==> src/rtl/radio_mode_pkg.sv <==
package radio_mode_pkg;

    typedef enum logic [1:0] {
        ST_IDLE = 2'b00,
        ST_TUNE = 2'b01,
        ST_TX   = 2'b10,
        ST_RX   = 2'b11
    } radio_state_e;

    typedef struct packed {
        logic synth;
        logic rx;
        logic tx;
    } mode_bits_t;

    localparam logic [1:0] SRC_FIFO = 2'b10;

    localparam int NUM_EVT      = 5;
    localparam int EVT_SENT     = 0;
    localparam int EVT_VALID    = 1;
    localparam int EVT_CRC_ERR  = 2;
    localparam int EVT_HDR_ERR  = 3;
    localparam int EVT_SYNC_ERR = 4;

endpackage

==> src/rtl/mode_bits_reg.sv <==
module mode_bits_reg
    import radio_mode_pkg::*;
(
    input  logic       clk,
    input  logic       rst_n,
    input  logic       wr_en,
    input  mode_bits_t wr_bits,
    input  logic       fifo_mode,
    input  logic       evt_sent,
    input  logic       evt_valid,
    output mode_bits_t bits_d,
    output mode_bits_t bits_q
);

    always_comb begin
        bits_d = bits_q;
        if (wr_en) begin
            bits_d = wr_bits;
        end else if (fifo_mode) begin
            if (bits_q.tx && evt_sent) begin
                bits_d.tx = 1'b0;
            end else if (!bits_q.tx && bits_q.rx && evt_valid) begin
                bits_d.rx = 1'b0;
            end
        end
    end

    always_ff @(posedge clk or negedge rst_n) begin
        if (!rst_n) bits_q <= '0;
        else        bits_q <= bits_d;
    end

    // packet sent in FIFO-mode TX ends transmission
    assert_sent_clears_tx_R4: assert property (@(posedge clk) disable iff (!rst_n)
        (fifo_mode && !wr_en && bits_q.tx && evt_sent) |=> (!bits_q.tx && bits_q.synth == $past(bits_q.synth)));

    // valid packet in FIFO-mode RX ends reception
    assert_valid_clears_rx_R5: assert property (@(posedge clk) disable iff (!rst_n)
        (fifo_mode && !wr_en && !bits_q.tx && bits_q.rx && evt_valid) |=> !bits_q.rx);

    // outside FIFO mode only the host moves the bits
    assert_nonfifo_hold_R7: assert property (@(posedge clk) disable iff (!rst_n)
        (!fifo_mode && !wr_en) |=> (bits_q == $past(bits_q)));

    // a write loads exactly the written value
    assert_write_wins_R10: assert property (@(posedge clk) disable iff (!rst_n)
        wr_en |=> (bits_q == $past(wr_bits)));

endmodule

==> src/rtl/state_track.sv <==
module state_track
    import radio_mode_pkg::*;
(
    input  logic         clk,
    input  logic         rst_n,
    input  mode_bits_t   bits_d,
    output radio_state_e state_q
);

    radio_state_e state_d;

    always_comb begin
        if (bits_d.tx)         state_d = ST_TX;
        else if (bits_d.rx)    state_d = ST_RX;
        else if (bits_d.synth) state_d = ST_TUNE;
        else                   state_d = ST_IDLE;
    end

    always_ff @(posedge clk or negedge rst_n) begin
        if (!rst_n) state_q <= ST_IDLE;
        else        state_q <= state_d;
    end

endmodule

==> src/rtl/irq_flag_bank.sv <==
module irq_flag_bank #(
    parameter int N = 5
) (
    input  logic         clk,
    input  logic         rst_n,
    input  logic [N-1:0] evt,
    input  logic         rd_clr,
    output logic [N-1:0] flags_q
);

    logic [N-1:0] flags_d;

    for (genvar i = 0; i < N; i++) begin : g_flag
        always_comb flags_d[i] = evt[i] | (flags_q[i] & ~rd_clr);
    end

    always_ff @(posedge clk or negedge rst_n) begin
        if (!rst_n) flags_q <= '0;
        else        flags_q <= flags_d;
    end

    // a flag stays set until it is read
    assert_flag_sticky_R8: assert property (@(posedge clk) disable iff (!rst_n)
        !rd_clr |=> ((flags_q & $past(flags_q)) == $past(flags_q)));

    // a read with no new event clears all flags
    assert_read_clears_R9: assert property (@(posedge clk) disable iff (!rst_n)
        (rd_clr && evt == '0) |=> (flags_q == '0));

endmodule

==> src/rtl/radio_mode_ctrl.sv <==
module radio_mode_ctrl
    import radio_mode_pkg::*;
(
    input  logic       clk,
    input  logic       rst_n,
    input  logic       wr_en,
    input  logic       wr_tx,
    input  logic       wr_rx,
    input  logic       wr_synth,
    input  logic [1:0] src_sel,
    input  logic       evt_sent,
    input  logic       evt_valid,
    input  logic       evt_crc_err,
    input  logic       evt_hdr_err,
    input  logic       evt_sync_err,
    input  logic       flag_rd,
    output logic [1:0] state,
    output logic       mode_tx,
    output logic       mode_rx,
    output logic       mode_synth,
    output logic [4:0] irq_flags
);

    mode_bits_t       wr_bits;
    mode_bits_t       bits_d;
    mode_bits_t       bits_q;
    radio_state_e     state_q;
    logic [NUM_EVT-1:0] evt_vec;
    logic             fifo_mode;

    always_comb begin
        wr_bits.tx    = wr_tx;
        wr_bits.rx    = wr_rx;
        wr_bits.synth = wr_synth;
        fifo_mode     = (src_sel == SRC_FIFO);
        evt_vec                = '0;
        evt_vec[EVT_SENT]      = evt_sent;
        evt_vec[EVT_VALID]     = evt_valid;
        evt_vec[EVT_CRC_ERR]   = evt_crc_err;
        evt_vec[EVT_HDR_ERR]   = evt_hdr_err;
        evt_vec[EVT_SYNC_ERR]  = evt_sync_err;
    end

    mode_bits_reg u_bits (
        .clk       (clk),
        .rst_n     (rst_n),
        .wr_en     (wr_en),
        .wr_bits   (wr_bits),
        .fifo_mode (fifo_mode),
        .evt_sent  (evt_sent),
        .evt_valid (evt_valid),
        .bits_d    (bits_d),
        .bits_q    (bits_q)
    );

    state_track u_state (
        .clk     (clk),
        .rst_n   (rst_n),
        .bits_d  (bits_d),
        .state_q (state_q)
    );

    irq_flag_bank #(.N(NUM_EVT)) u_flags (
        .clk     (clk),
        .rst_n   (rst_n),
        .evt     (evt_vec),
        .rd_clr  (flag_rd),
        .flags_q (irq_flags)
    );

    assign state      = state_q;
    assign mode_tx    = bits_q.tx;
    assign mode_rx    = bits_q.rx;
    assign mode_synth = bits_q.synth;

    // transmit enable always selects TX
    assert_tx_priority_R3: assert property (@(posedge clk) disable iff (!rst_n)
        mode_tx |-> (state == ST_TX));

    // receive errors never end reception
    assert_err_keeps_rx_R6: assert property (@(posedge clk) disable iff (!rst_n)
        (state == ST_RX && !wr_en && !evt_valid && (evt_crc_err || evt_hdr_err || evt_sync_err))
        |=> (state == ST_RX && mode_rx));

endmodule

==> config.mk <==
export PLATFORM = sky130hd
export DESIGN_NAME = radio_mode_ctrl
export DESIGN_NICKNAME = d
export VERILOG_FILES = /design/src/rtl/radio_mode_pkg.sv /design/src/rtl/mode_bits_reg.sv /design/src/rtl/state_track.sv /design/src/rtl/irq_flag_bank.sv /design/src/rtl/radio_mode_ctrl.sv
export SDC_FILE = /design/constraint.sdc
export NUM_CORES = 1
export LEC_CHECK = 0
export BUFFER_PORTS_ARGS = -buffer_cell sky130_fd_sc_hd__buf_4
export CORE_AREA = 3 3 40 42
export DETAILED_ROUTE_END_ITERATION = 7
export DIE_AREA = 0 0 43 45
export HOLD_SLACK_MARGIN = 0.02
export SYNTH_ARGS = -nofsm -noshare
export SYNTH_HDL_FRONTEND = slang
export SYNTH_SLANG_ARGS = --single-unit
export TNS_END_PERCENT = 1
==> constraint.sdc <==
create_clock -name clk -period 4 [get_ports clk]
set_clock_uncertainty 0.15 [all_clocks]
set_input_delay 0.2 -clock clk [delete_from_list [all_inputs] [get_ports clk]]
set_output_delay 0.2 -clock clk [all_outputs]
set_load 0.01 [all_outputs]
; Yosys cells after proc, flatten, opt, wreduce, memory -nomap -nowiden
; Cells that the tools add are included.
[totals]
register_bits = 10
in_bits = 14
[classes]
bitwise = 11
reduce_logical = 4
muxes = 9
eq_ne = 1
[op_table]
columns = op, n
row1 = 2-bit two-way mux, 4
row2 = 1-bit bitwise AND, 5
row3 = 1-bit two-way mux, 5
row4 = 1-bit bitwise OR, 5
row5 = 1-bit logical AND, 3
row6 = "2-bit equality test, second input constant", 1
row7 = 1-bit logical NOT, 1
row8 = 1-bit NOT, 1

; Logic depth before layout (Yosys ltp)
; Gate-level depths: netlist of the first run.
[depth]
depth_word = 9
ltp_mapped = 3
depth_no_buf = 3

; Hierarchy
; A second synthesis of the first run with hierarchy kept.
[unflattened]
cells_unflattened = 26
hier_area_um2 = 371.6
[by_module_without_submodules]
columns = module, seq_area_each_um2, area_each_um2, instances, cells_per_inst
row1 = irq_flag_bank, 125.1, 166.4, 1, 11
row2 = mode_bits_reg, 75.1, 125.1, 1, 10
row3 = state_track, 50.0, 66.3, 1, 4
row4 = radio_mode_ctrl, 0.0, 13.8, 1, 1

; Worst setup path before layout of the first run
; OpenSTA, ideal clock, no wires.
[synth_path]
path_kind = register to register
from = reg, netlist name u_bits.bits_q[0]
to = reg u_state.state_q[1]
stages_incl_launch_ff = 3
setup_time_ps = 126
arrival_ps = 1226
required_ps = 3724
slack_ps = 2498
period_less_slack_ps = 1502
n_path_buf = 0
path_cell_list = dfrtp_1 > or4bb_1 > a221o_1
[synth_via]
elab_chain_len = 9
[synth_lines]
columns = item, line_no
row1 = 1-bit logical NOT, mode_bits_reg.sv:22  ; end else if (!bits_q.tx && bits_q.rx && evt_valid) begin
row2 = 1-bit logical AND (2 in a row), mode_bits_reg.sv:22
row3 = 1-bit two-way mux, mode_bits_reg.sv:22
row4 = 1-bit two-way mux, mode_bits_reg.sv:20  ; if (bits_q.tx && evt_sent) begin
row5 = 2-bit two-way mux (*), mode_bits_reg.sv:19  ; end else if (fifo_mode) begin
row6 = 2-bit two-way mux (*), mode_bits_reg.sv:17  ; if (wr_en) begin
row7 = 2-bit two-way mux, state_track.sv:14  ; else if (bits_d.rx) state_d = ST_RX;
row8 = 2-bit two-way mux (*), state_track.sv:13  ; if (bits_d.tx) state_d = ST_TX;
row9 = net u_state.state_d[1], state_track.sv:10  ; radio_state_e state_d;
row10 = to (signal assigned), state_track.sv:21  ; else state_q <= state_d;
row11 = to (decl), state_track.sv:7  ; output radio_state_e state_q
; The timed path passes the listed nets; every way through them passes the cells marked *.

; Worst setup path in the final report of the first run
[layout_path]
from = in evt_valid
to = reg u_state.state_q[1]
[layout_via]
elab_chain_len = 7
[layout_lines]
columns = item, line_no
row1 = from (decl), radio_mode_ctrl.sv:12  ; input logic evt_valid,
row2 = 1-bit logical AND, mode_bits_reg.sv:22
row3 = 1-bit two-way mux, mode_bits_reg.sv:22
row4 = 1-bit two-way mux, mode_bits_reg.sv:20
row5 = 2-bit two-way mux, mode_bits_reg.sv:19
row6 = 2-bit two-way mux, mode_bits_reg.sv:17
row7 = 2-bit two-way mux, state_track.sv:14
row8 = 2-bit two-way mux, state_track.sv:13
row9 = net u_state.state_d[1], state_track.sv:10
; The timed path passes the listed nets, and every way through them passes these cells.

==> results.cfg, run 1 <==
[floorplanning]
dieArea_um2 = 1940
row_count = 13
coreArea_um2 = 1280
pin_count = 24
die_height_um = 45
dieWidth_um = 43
start_util_pct = 28.9

[critical_path]
startpoint_type = primary input
r2r-end = u_state.state_q[1]$_DFF_PN0_
crit_buf_inv = 2
crit_end = u_state.state_q[1]$_DFF_PN0_
ff2ff_setup_slack_ps = 2500
cp_slowest_cell = dlygate4sd3_1
critical_path.max_fanout = 2
cp.arrival_ps = 1580
end_kind = flip-flop
max_stage_delay_ps = 530
path_class = in2reg
crit_family = buffers and inverters
rr_startpoint = u_bits.bits_q[0]$_DFF_PN0_
startpoint = evt_valid
r2r_cells = 2
worstPathCellList = dlygate4sd3_1, buf_4, or4bb_1, a221o_1
required_ps = 4000
cp.depth = 4

[synthesis]
ys_types = 11
synth_nets = 41
syn_area_um2 = 372
synth.ff_latch_count = 10
synth_area_per_cell_um2 = 13.8
synth_seq_area_share_pct = 67.3
syn_inst = 27
yosys_warnings = 0

[timing]
period_share_pct = 39.6
rsz0062_at_grt = false
setup-tns-final_ps = 0
finalMaxSlewViolations = 0
relSlewSlack_pct = 87.3
setup-violations-final = 0
max_freq_mhz = 632
min_period_ps = 1580
hold_violations = 0
worstMarginPinSlew_ps = 186

[clock_tree]
clock-sinks = 10
post_cts_resized = 0
clockBufferDepth = 2
post_cts_buffers = 0
clk_pin_slew_worst_paths_ps = 60
cts_tree = built
clock_latency_ps = 260
ctsHtreeMaxLevel = 1
clockRootBuffer = clkbuf_4
cts-buffers-inserted = 3

[pwr]
vdd.ir_drop.worst_mv = 0.200
p_per_area_nw_per_um2 = 379
p_leak_nw = 0.340

[global_route]
grt_pass1_wl_um = 1550
antenna_found_initial = 0
grt_pass1_vias = 379
grt_max_degree = 11
global_route.usage.total_pct = 11.2
grt_overflow = 0

[worst_hold_path]
holdCritPathClass = in2reg

[routing]
drcViolationCount = 0
wl_per_cell_um = 11.7
first_iter_violations = 5
dr_total_vias = 340
wl_um = 875
routed_via_density = 4.53
drtAntennaViolNets = 0
drt-pass1-iter-count = 3

[final_layout]
num_antenna_cells = 0
fin_nets = 75
drive_above_1_share_pct = 45.0
finalInstanceArea_um2 = 659
syn_to_final_growth_pct = 77.4

[placed_design]
portBuffers = 23
gp_routability_congestion = 0.704
place_area_um2 = 563

[job]
drv_cap = 0

[run_status]
status = finished clean
==> what timing repair did <==
item	4_1_cts	5_1_grt
endpoints found under the setup margin	0	0
hold buffers	6	0
endpoints found under the hold margin	15	0
==> cell families after synthesis <==
group	synth area share [%]
AOI/OAI and AO/OA	18.5
buffers and inverters	3.03
DFF	67.3
muxes	2.69
and+or+nand+nor	8.42
==> state kept, by name (all words and copies together), names as in the netlist <==
name             flops
u_flags.flags_q      5
u_state.state_q      2
u_bits.bits_q        3
==> metrics by stage <==
step	hold slack (ps)	power (W)	utilization (%)	cells	setup WS, ps
4_1_cts	20.0	0.000255	51.3	75	2430
3_3_place_gp	-114	0.000159	43.8	65	2530
3_5_place_dp	-115	0.000159	43.8	65	2510
5_1_grt	37.3	0.000268	51.3	75	2340
2_1_floorplan	-246	0.000130	-	27	2500
6_report	27.2	0.000250	51.3	75	2420
==> cells in the final DEF (no fill, tap or decap), drive strengths merged <==
cell,count
a21o,5
a21oi,1
a221o,1
a22o,1
a22oi,1
buf,23
clkbuf,4
dfrtp,10
dlygate4sd3,6
inv,3
mux2i,1
nand3b,1
nor2b,2
or4bb,1
==> worst register-to-register path, stage by stage (launching register included) <==
cell	delay, ps
dfrtp_1	390
or4bb_1	520
a221o_1	330
==> metal layers <==
layer / global-route usage (%) / routed length, um
met1: 12.5 / 353
met4: 7.23 / 0
met2: 18.0 / 436
met3: 4.38 / 86
met5: 0 / 0
==> how the worst min path moves through the flow <==
stage	depth (start not counted)	end	from
after floorplan	0	u_bits.bits_q[0]$_DFF_PN0_	rst_n
after global placement	1	u_state.state_q[1]$_DFF_PN0_	rst_n
after detailed placement	1	u_state.state_q[1]$_DFF_PN0_	rst_n
after CTS	2	u_state.state_q[1]$_DFF_PN0_	wr_rx
after global routing	2	u_state.state_q[1]$_DFF_PN0_	wr_rx
final	2	u_state.state_q[1]$_DFF_PN0_	wr_rx
==> report_power, final <==
group | switching [W] | internal, W
Sequential | 0.00000403 | 0.000110
Combinational | 0.0000183 | 0.0000289
Clock | 0.0000338 | 0.0000552
Total | 0.0000560 | 0.000194
==> synth_stat cells, drive strengths merged <==
library cell   n  area (um2)
a22o           1        8.76
a21o           5        37.5
mux2i          1        10.0
inv            3        11.3
nand3b         1        7.51
a22oi          1        7.51
a21oi          1        5.00
dfrtp         10         250
or4bb          1        11.3
a221o          1        10.0
nor2b          2        12.5
==> final cells by class <==
class | count | area, um2
flip-flops and latches | 10 | 250
clock buffers | 4 | 36.3
fillers | 120 | 626
inverters | 3 | 11.3
multi-input cells | 14 | 110
well taps | 15 | 18.8
repair buffers | 29 | 233
Note: power is estimated with default switching activity, not from simulation.
==> inputs of run 2 (changes only) <==
ABC_AREA = 1   (was default)
clock period = 1.6 ns   (was 4 ns; I/O delays follow)
==> run 2 against run 1 <==
  * Register-to-register slack worse by 2300 ps
  * Critical path type unchanged
  * Core utilization increased by 11 points
  * Non-clock buffer count rose by 11
  * Critical endpoint is now u_bits.bits_q[2]$_DFF_PN0_
==> results.cfg, run 2 <==
[run_status]
status = finished clean

[routing]
drtAntennaViolNets = 0
drcViolationCount = 0
wl_per_cell_um = 10.8
wl_um = 1110
dr_total_vias = 440
first_iter_violations = 5
routed_via_density = 4.27
drt-pass1-iter-count = 3

[final_layout]
num_antenna_cells = 0
largest_registers = u_flags.flags_q: 5 flops, u_bits.bits_q: 3 flops, u_state.state_q: 2 flops
final_common_cell = buf_4
fin_nets = 104
drive_above_1_share_pct = 33.0
largest_reg_flops = 5
fill_cells = 110
finalCoreUtilization_pct = 61.9
top_register = u_flags.flags_q
syn_to_final_growth_pct = 95.1
mostFrequentLayoutCells = buf_4 (22), dlygate4sd3_1 (17), inv_1 (12), dfrtp_1 (10), nand2_1 (9)

[synthesis]
synth_edf_count = 0
synth-async-reset-ratio_pct = 100
synth_xor_area_share_pct = 0
ys_types = 11
synth.area.top_cells = dfrtp_1 (61%), inv_1 (11%), nand2_1 (8.3%)
synth.most_common_cell = inv_1
yosysTopAreaCell = dfrtp_1
synth_top_family_by_area = simple AND/OR/NAND/NOR gates
synth.ff_latch_count = 10
synthSimpleGateAreaFrac_pct = 16.6
syn_area_um2 = 408
synth_compound_area_share_pct = 9.82
synthAdderAreaFrac_pct = 0
synth_nets = 59
synth-main-ff-cell = dfrtp_1
synth_area_per_cell_um2 = 9.06
synth.top_cells.by_count = inv_1 (12), dfrtp_1 (10), nand2_1 (9), o21bai_1 (4), nor2_1 (3)
synth_top_area_share_pct = 61.3
synth_seq_area_share_pct = 61.3
syn_inst = 45
yosys_warnings = 0
muxShareOfSynthArea_pct = 0

[floorplanning]
dieWidth_um = 43
row_count = 13
dieArea_um2 = 1940
pin_count = 24
start_util_pct = 31.7
die_height_um = 45
coreArea_um2 = 1280

[pwr]
combinationalPowerShare_pct = 25.4
p_leak_nw = 0.428
p_per_area_nw_per_um2 = 749
sw_frac_of_total_pct = 24.0
p_switching_w = 0.000143
pwr-share-seq_pct = 47.8
power.total_w = 0.000596
clkPwrFrac_pct = 26.8
vdd.ir_drop.worst_mv = 0.604
p_int_w = 0.000453

[global_route]
grt_pass1_vias = 478
global_route.usage.total_pct = 13.7
use_met3_pct = 7.57
use_met2_pct = 26.9
antenna_found_initial = 0
use_met1_pct = 12.6
grt_overflow = 0
grt_pass1_wl_um = 1880
top_usage_layer = met2
grt_max_degree = 11

[clock_tree]
clockBufferDepth = 2
ctsHtreeMaxLevel = 1
cts-buffers-inserted = 3
cts_tree = built
clock_latency_ps = 250
clk_pin_slew_worst_paths_ps = 60
clock-sinks = 10
clockRootBuffer = clkbuf_4

[job]
drv_cap = 0

[timing]
worstMarginPinSlew_ps = 163
whs_ps = 42.2
max_freq_mhz = 646
setup-tns-final_ps = 0
setup-violations-final = 0
period_share_pct = 96.8
min_period_ps = 1550
finalMaxSlewViolations = 0
relSlewSlack_pct = 89.1
rsz0062_at_grt = false
hold_violations = 0

[critical_path]
critical_path.max_fanout = 6
end_kind = flip-flop
required_ps = 1600
startpoint_type = primary input
ff2ff_setup_slack_ps = 190
path_class = in2reg
cp.arrival_ps = 1550

[worst_hold_path]
holdCritPathClass = in2async

[placed_design]
dpl.hpwl_um = 716
gp_routability_congestion = 0.718
portBuffers = 23
## run 2: changes by cell type after synthesis, moves of 2 or more
cell / change
nor2b_1: -2
a21o_1: -5
nand2_1: +9
o21bai_1: +4
inv_1: +9
nor2_1: +3
nand3_1: +2
## run 2: timing repair
item,CTS,global route
hold buffers,18,0
buffers inserted,0,0
resized for setup,0,1
endpoints found under the hold margin,20,0
setup endpoints to repair,0,3
## run 2: metal layers
layer,wire (um),vias to the layer above
met3,99,2
met2,632,15
met1,371,206
li1,-,217
met5,0,-
met4,8,0
## run 2: cell families (layout without fill, tap and decap cells)
family | after synthesis | count (layout)
and+or+nand+nor | 16 | 16
buffers and inverters | 13 | 56
DFF | 10 | 10
AOI/OAI and AO/OA | 6 | 6
## run 2: path summary, 6_finish.rpt
kind	start	end	cells after the start
min	rst_n	u_flags.flags_q[1]$_DFF_PN0_	2
max reg2reg	u_bits.bits_q[2]$_DFF_PN0_	u_bits.bits_q[2]$_DFF_PN0_	3
min in group clk	src_sel[1]	u_bits.bits_q[0]$_DFF_PN0_	6
min reg2reg	u_bits.bits_q[2]$_DFF_PN0_	u_state.state_q[0]$_DFF_PN0_	4
max in group asynchronous	rst_n	u_bits.bits_q[2]$_DFF_PN0_	2
max	wr_en	u_bits.bits_q[2]$_DFF_PN0_	5
## run 2: worst max-delay path, stage by stage
cell and delay (ps):
dlygate4sd3_1 550, buf_6 140, o21ai_1 170, dlygate4sd3_1 570, inv_1 40
## run 2: area by class of cell
class	count	area [um2]	share of cell area (%)
well taps	15	18.8	2.36
repair buffers	40	347	43.6
flip-flops and latches	10	250	31.4
clock buffers	3	22.5	2.83
multi-input cells	22	108	13.5
inverters	13	50.0	6.29
## run 2: stage by stage
step | std cells | setup slack [ps] | cell area [um2]
floorplan | 45 | 556 | 408
global placement | 83 | 571 | 599
detailed placement | 83 | 536 | 599
CTS | 104 | 24.9 | 802
global route | 103 | 20.0 | 796
finish | 103 | 51.4 | 796
## run 2: power groups by stage
| stage | sequential, W | clock [W] | combinational, W |
|---|---|---|---|
| after floorplan | 0.000300 | 0 | 0.0000310 |
| after global placement | 0.000289 | 0 | 0.000114 |
| after detailed placement | 0.000290 | 0 | 0.000114 |
| after CTS | 0.000286 | 0.000169 | 0.000152 |
| after global routing | 0.000288 | 0.000181 | 0.000167 |
| final | 0.000285 | 0.000160 | 0.000151 |
==> inputs of run 3 (changes only) <==
clock period = 1.54 ns   (was 1.6 ns; I/O delays follow)
==> run 3 against run 2 <==
  * Core utilization fell by 0.097 points
  * The flow now finishes with violations (hold timing)
  * Register-to-register slack improved by 30 ps
  * Critical endpoint is now u_flags.flags_q[1]$_DFF_PN0_
  * Wire length fell by 1.8%
  * Critical path depth did not move
  * Count of clock-buffer cells in the layout did not move
  * Critical path type unchanged
  * Die area did not move
  * Global-route usage did not move
  * Worst hold slack got worse by 49 ps
  * Setup slack improved by 12 ps
  * Clock power rose by 3%
==> results.cfg, run 3 (synthesis gave the netlist of run 2 again) <==
[critical_path]
startpoint_type = primary input
r2r-end = u_flags.flags_q[1]$_DFF_PN0_
cp_slowest_cell = dlygate4sd3_1
end_kind = flip-flop
required_ps = 1530
cp.depth = 5
crit_end = u_flags.flags_q[1]$_DFF_PN0_
crit_buf_inv = 4
worstPathCellList = dlygate4sd3_1, buf_4, inv_1, o21ai_0, dlygate4sd3_1
rr_startpoint = u_flags.flags_q[1]$_DFF_PN0_
max_stage_delay_ps = 560
critPathMostFrequentCell = dlygate4sd3_1
cp.arrival_ps = 1460
crit_family = buffers and inverters
ff2ff_setup_slack_ps = 220
startpoint = evt_valid
r2r_cells = 3
path_class = in2reg
critical_path.max_fanout = 2

[timing]
min_period_ps = 1480
rsz0062_at_grt = false
relSlewSlack_pct = 89.1
setup-violations-final = 0
finalMaxSlewViolations = 0
max_freq_mhz = 677
hold_violations = 1
period_share_pct = 95.9
setup-tns-final_ps = 0
whs_ps = -6.76
worstMarginPinSlew_ps = 162

[clock_tree]
post_cts_buffers = 0
clock_latency_ps = 250
clk_pin_slew_worst_paths_ps = 60
cts_tree = built
clock-sinks = 10
ctsHtreeMaxLevel = 1
cts-buffers-inserted = 3
clockBufferDepth = 2
clockRootBuffer = clkbuf_4

[routing]
wl_um = 1090
drt-pass1-iter-count = 3
first_iter_violations = 4
routed_via_density = 4.24
drtAntennaViolNets = 0
dr_total_vias = 437
drcViolationCount = 0
wl_per_cell_um = 10.6

[floorplanning]
start_util_pct = 31.7
coreArea_um2 = 1280
pin_count = 24
dieArea_um2 = 1940
die_height_um = 45
row_count = 13
dieWidth_um = 43

[global_route]
grt_max_degree = 11
global_route.usage.total_pct = 13.7
antenna_found_initial = 0
grt_pass1_wl_um = 1860
grt_pass1_vias = 466
grt_overflow = 0

[final_layout]
final_common_cell = buf_4
drive_above_1_share_pct = 33.0
largest_registers = u_flags.flags_q: 5 flops, u_bits.bits_q: 3 flops, u_state.state_q: 2 flops
syn_to_final_growth_pct = 94.8
mostFrequentLayoutCells = buf_4 (23), dlygate4sd3_1 (16), inv_1 (12), dfrtp_1 (10), nand2_1 (9)
fin_nets = 104
fill_cells = 107
num_antenna_cells = 0
largest_reg_flops = 5
top_register = u_flags.flags_q

[job]
drv_cap = 0

[pwr]
p_per_area_nw_per_um2 = 777
p_leak_nw = 0.433
vdd.ir_drop.worst_mv = 0.628

[run_status]
failed_checks = hold timing
status = finished, violations left

[worst_hold_path]
whs_path_depth = 5
holdCritPathClass = in2reg

[placed_design]
dpl.hpwl_um = 716
gp_routability_congestion = 0.718
portBuffers = 23
==> run 3: cell count changes in the layout (fill, tap and decap cells not counted) <==
cell,delta
buf_4,+1
buf_6,-1
dlygate4sd3_1,-1
dlymetal6s4s_1,+1
==> run 3: final cells by class <==
type / count / area (um2) / share of cell area (%)
Sequential cell: 10 / 250 / 31.5
Timing Repair Buffer: 40 / 345 / 43.5
Tap cell: 15 / 18.8 / 2.36
Multi-Input combinational cell: 22 / 108 / 13.5
Inverter: 13 / 50.0 / 6.30
Clock buffer: 3 / 22.5 / 2.83
==> run 3: per-layer routing <==
| metal | GRT usage, % | share of wire, % | routed length (um) |
|---|---|---|---|
| met1 | 12.9 | 34 | 373 |
| met2 | 25.4 | 55 | 596 |
| met3 | 7.57 | 9.1 | 99 |
| met4 | 4.22 | 2.1 | 23 |
| met5 | 0 | 0 | 0 |
==> run 3: how the worst min path moves through the flow <==
stage | start | endpoint | slack, ps
final | src_sel[0] | u_bits.bits_q[0]$_DFF_PN0_ | -7
after global placement | rst_n | u_flags.flags_q[0]$_DFF_PN0_ | -240
after global routing | rst_n | u_flags.flags_q[1]$_DFF_PN0_ | 40
after floorplan | rst_n | u_bits.bits_q[0]$_DFF_PN0_ | -370
after CTS | rst_n | u_bits.bits_q[0]$_DFF_PN0_ | 20
after detailed placement | rst_n | u_flags.flags_q[1]$_DFF_PN0_ | -240
==> run 3: tightest hold or removal path: cells and delay by family <==
kind          cells  cell delay [ps]
simple gates      4              190
buf+inv           1               80
==> run 3: power breakdown <==
| group | leakage [nW] | internal, W | switching (W) |
|---|---|---|---|
| combinational | 0.307 | 0.0000945 | 0.0000612 |
| clock | 0.0138 | 0.0000895 | 0.0000758 |
| sequential | 0.112 | 0.000285 | 0.0000113 |
| total | 0.433 | 0.000469 | 0.000148 |
==> run 3: repair_timing <==
action	4_1_cts	5_1_grt
resized for setup	0	1
hold buffers	18	0
endpoints found under the setup margin	0	2
hold endpoints to repair	20	0
==> run 3: stage by stage <==
stage	std cells	total power (W)	util (%)	worst slack, ps	area [um2]
CTS	104	0.000631	62.4	33.0	802
global placement	83	0.000418	46.6	511	599
detailed placement	83	0.000420	46.6	476	599
global route	103	0.000658	61.8	44.9	795
floorplan	45	0.000344	-	496	408
finish	103	0.000617	61.8	63.7	795
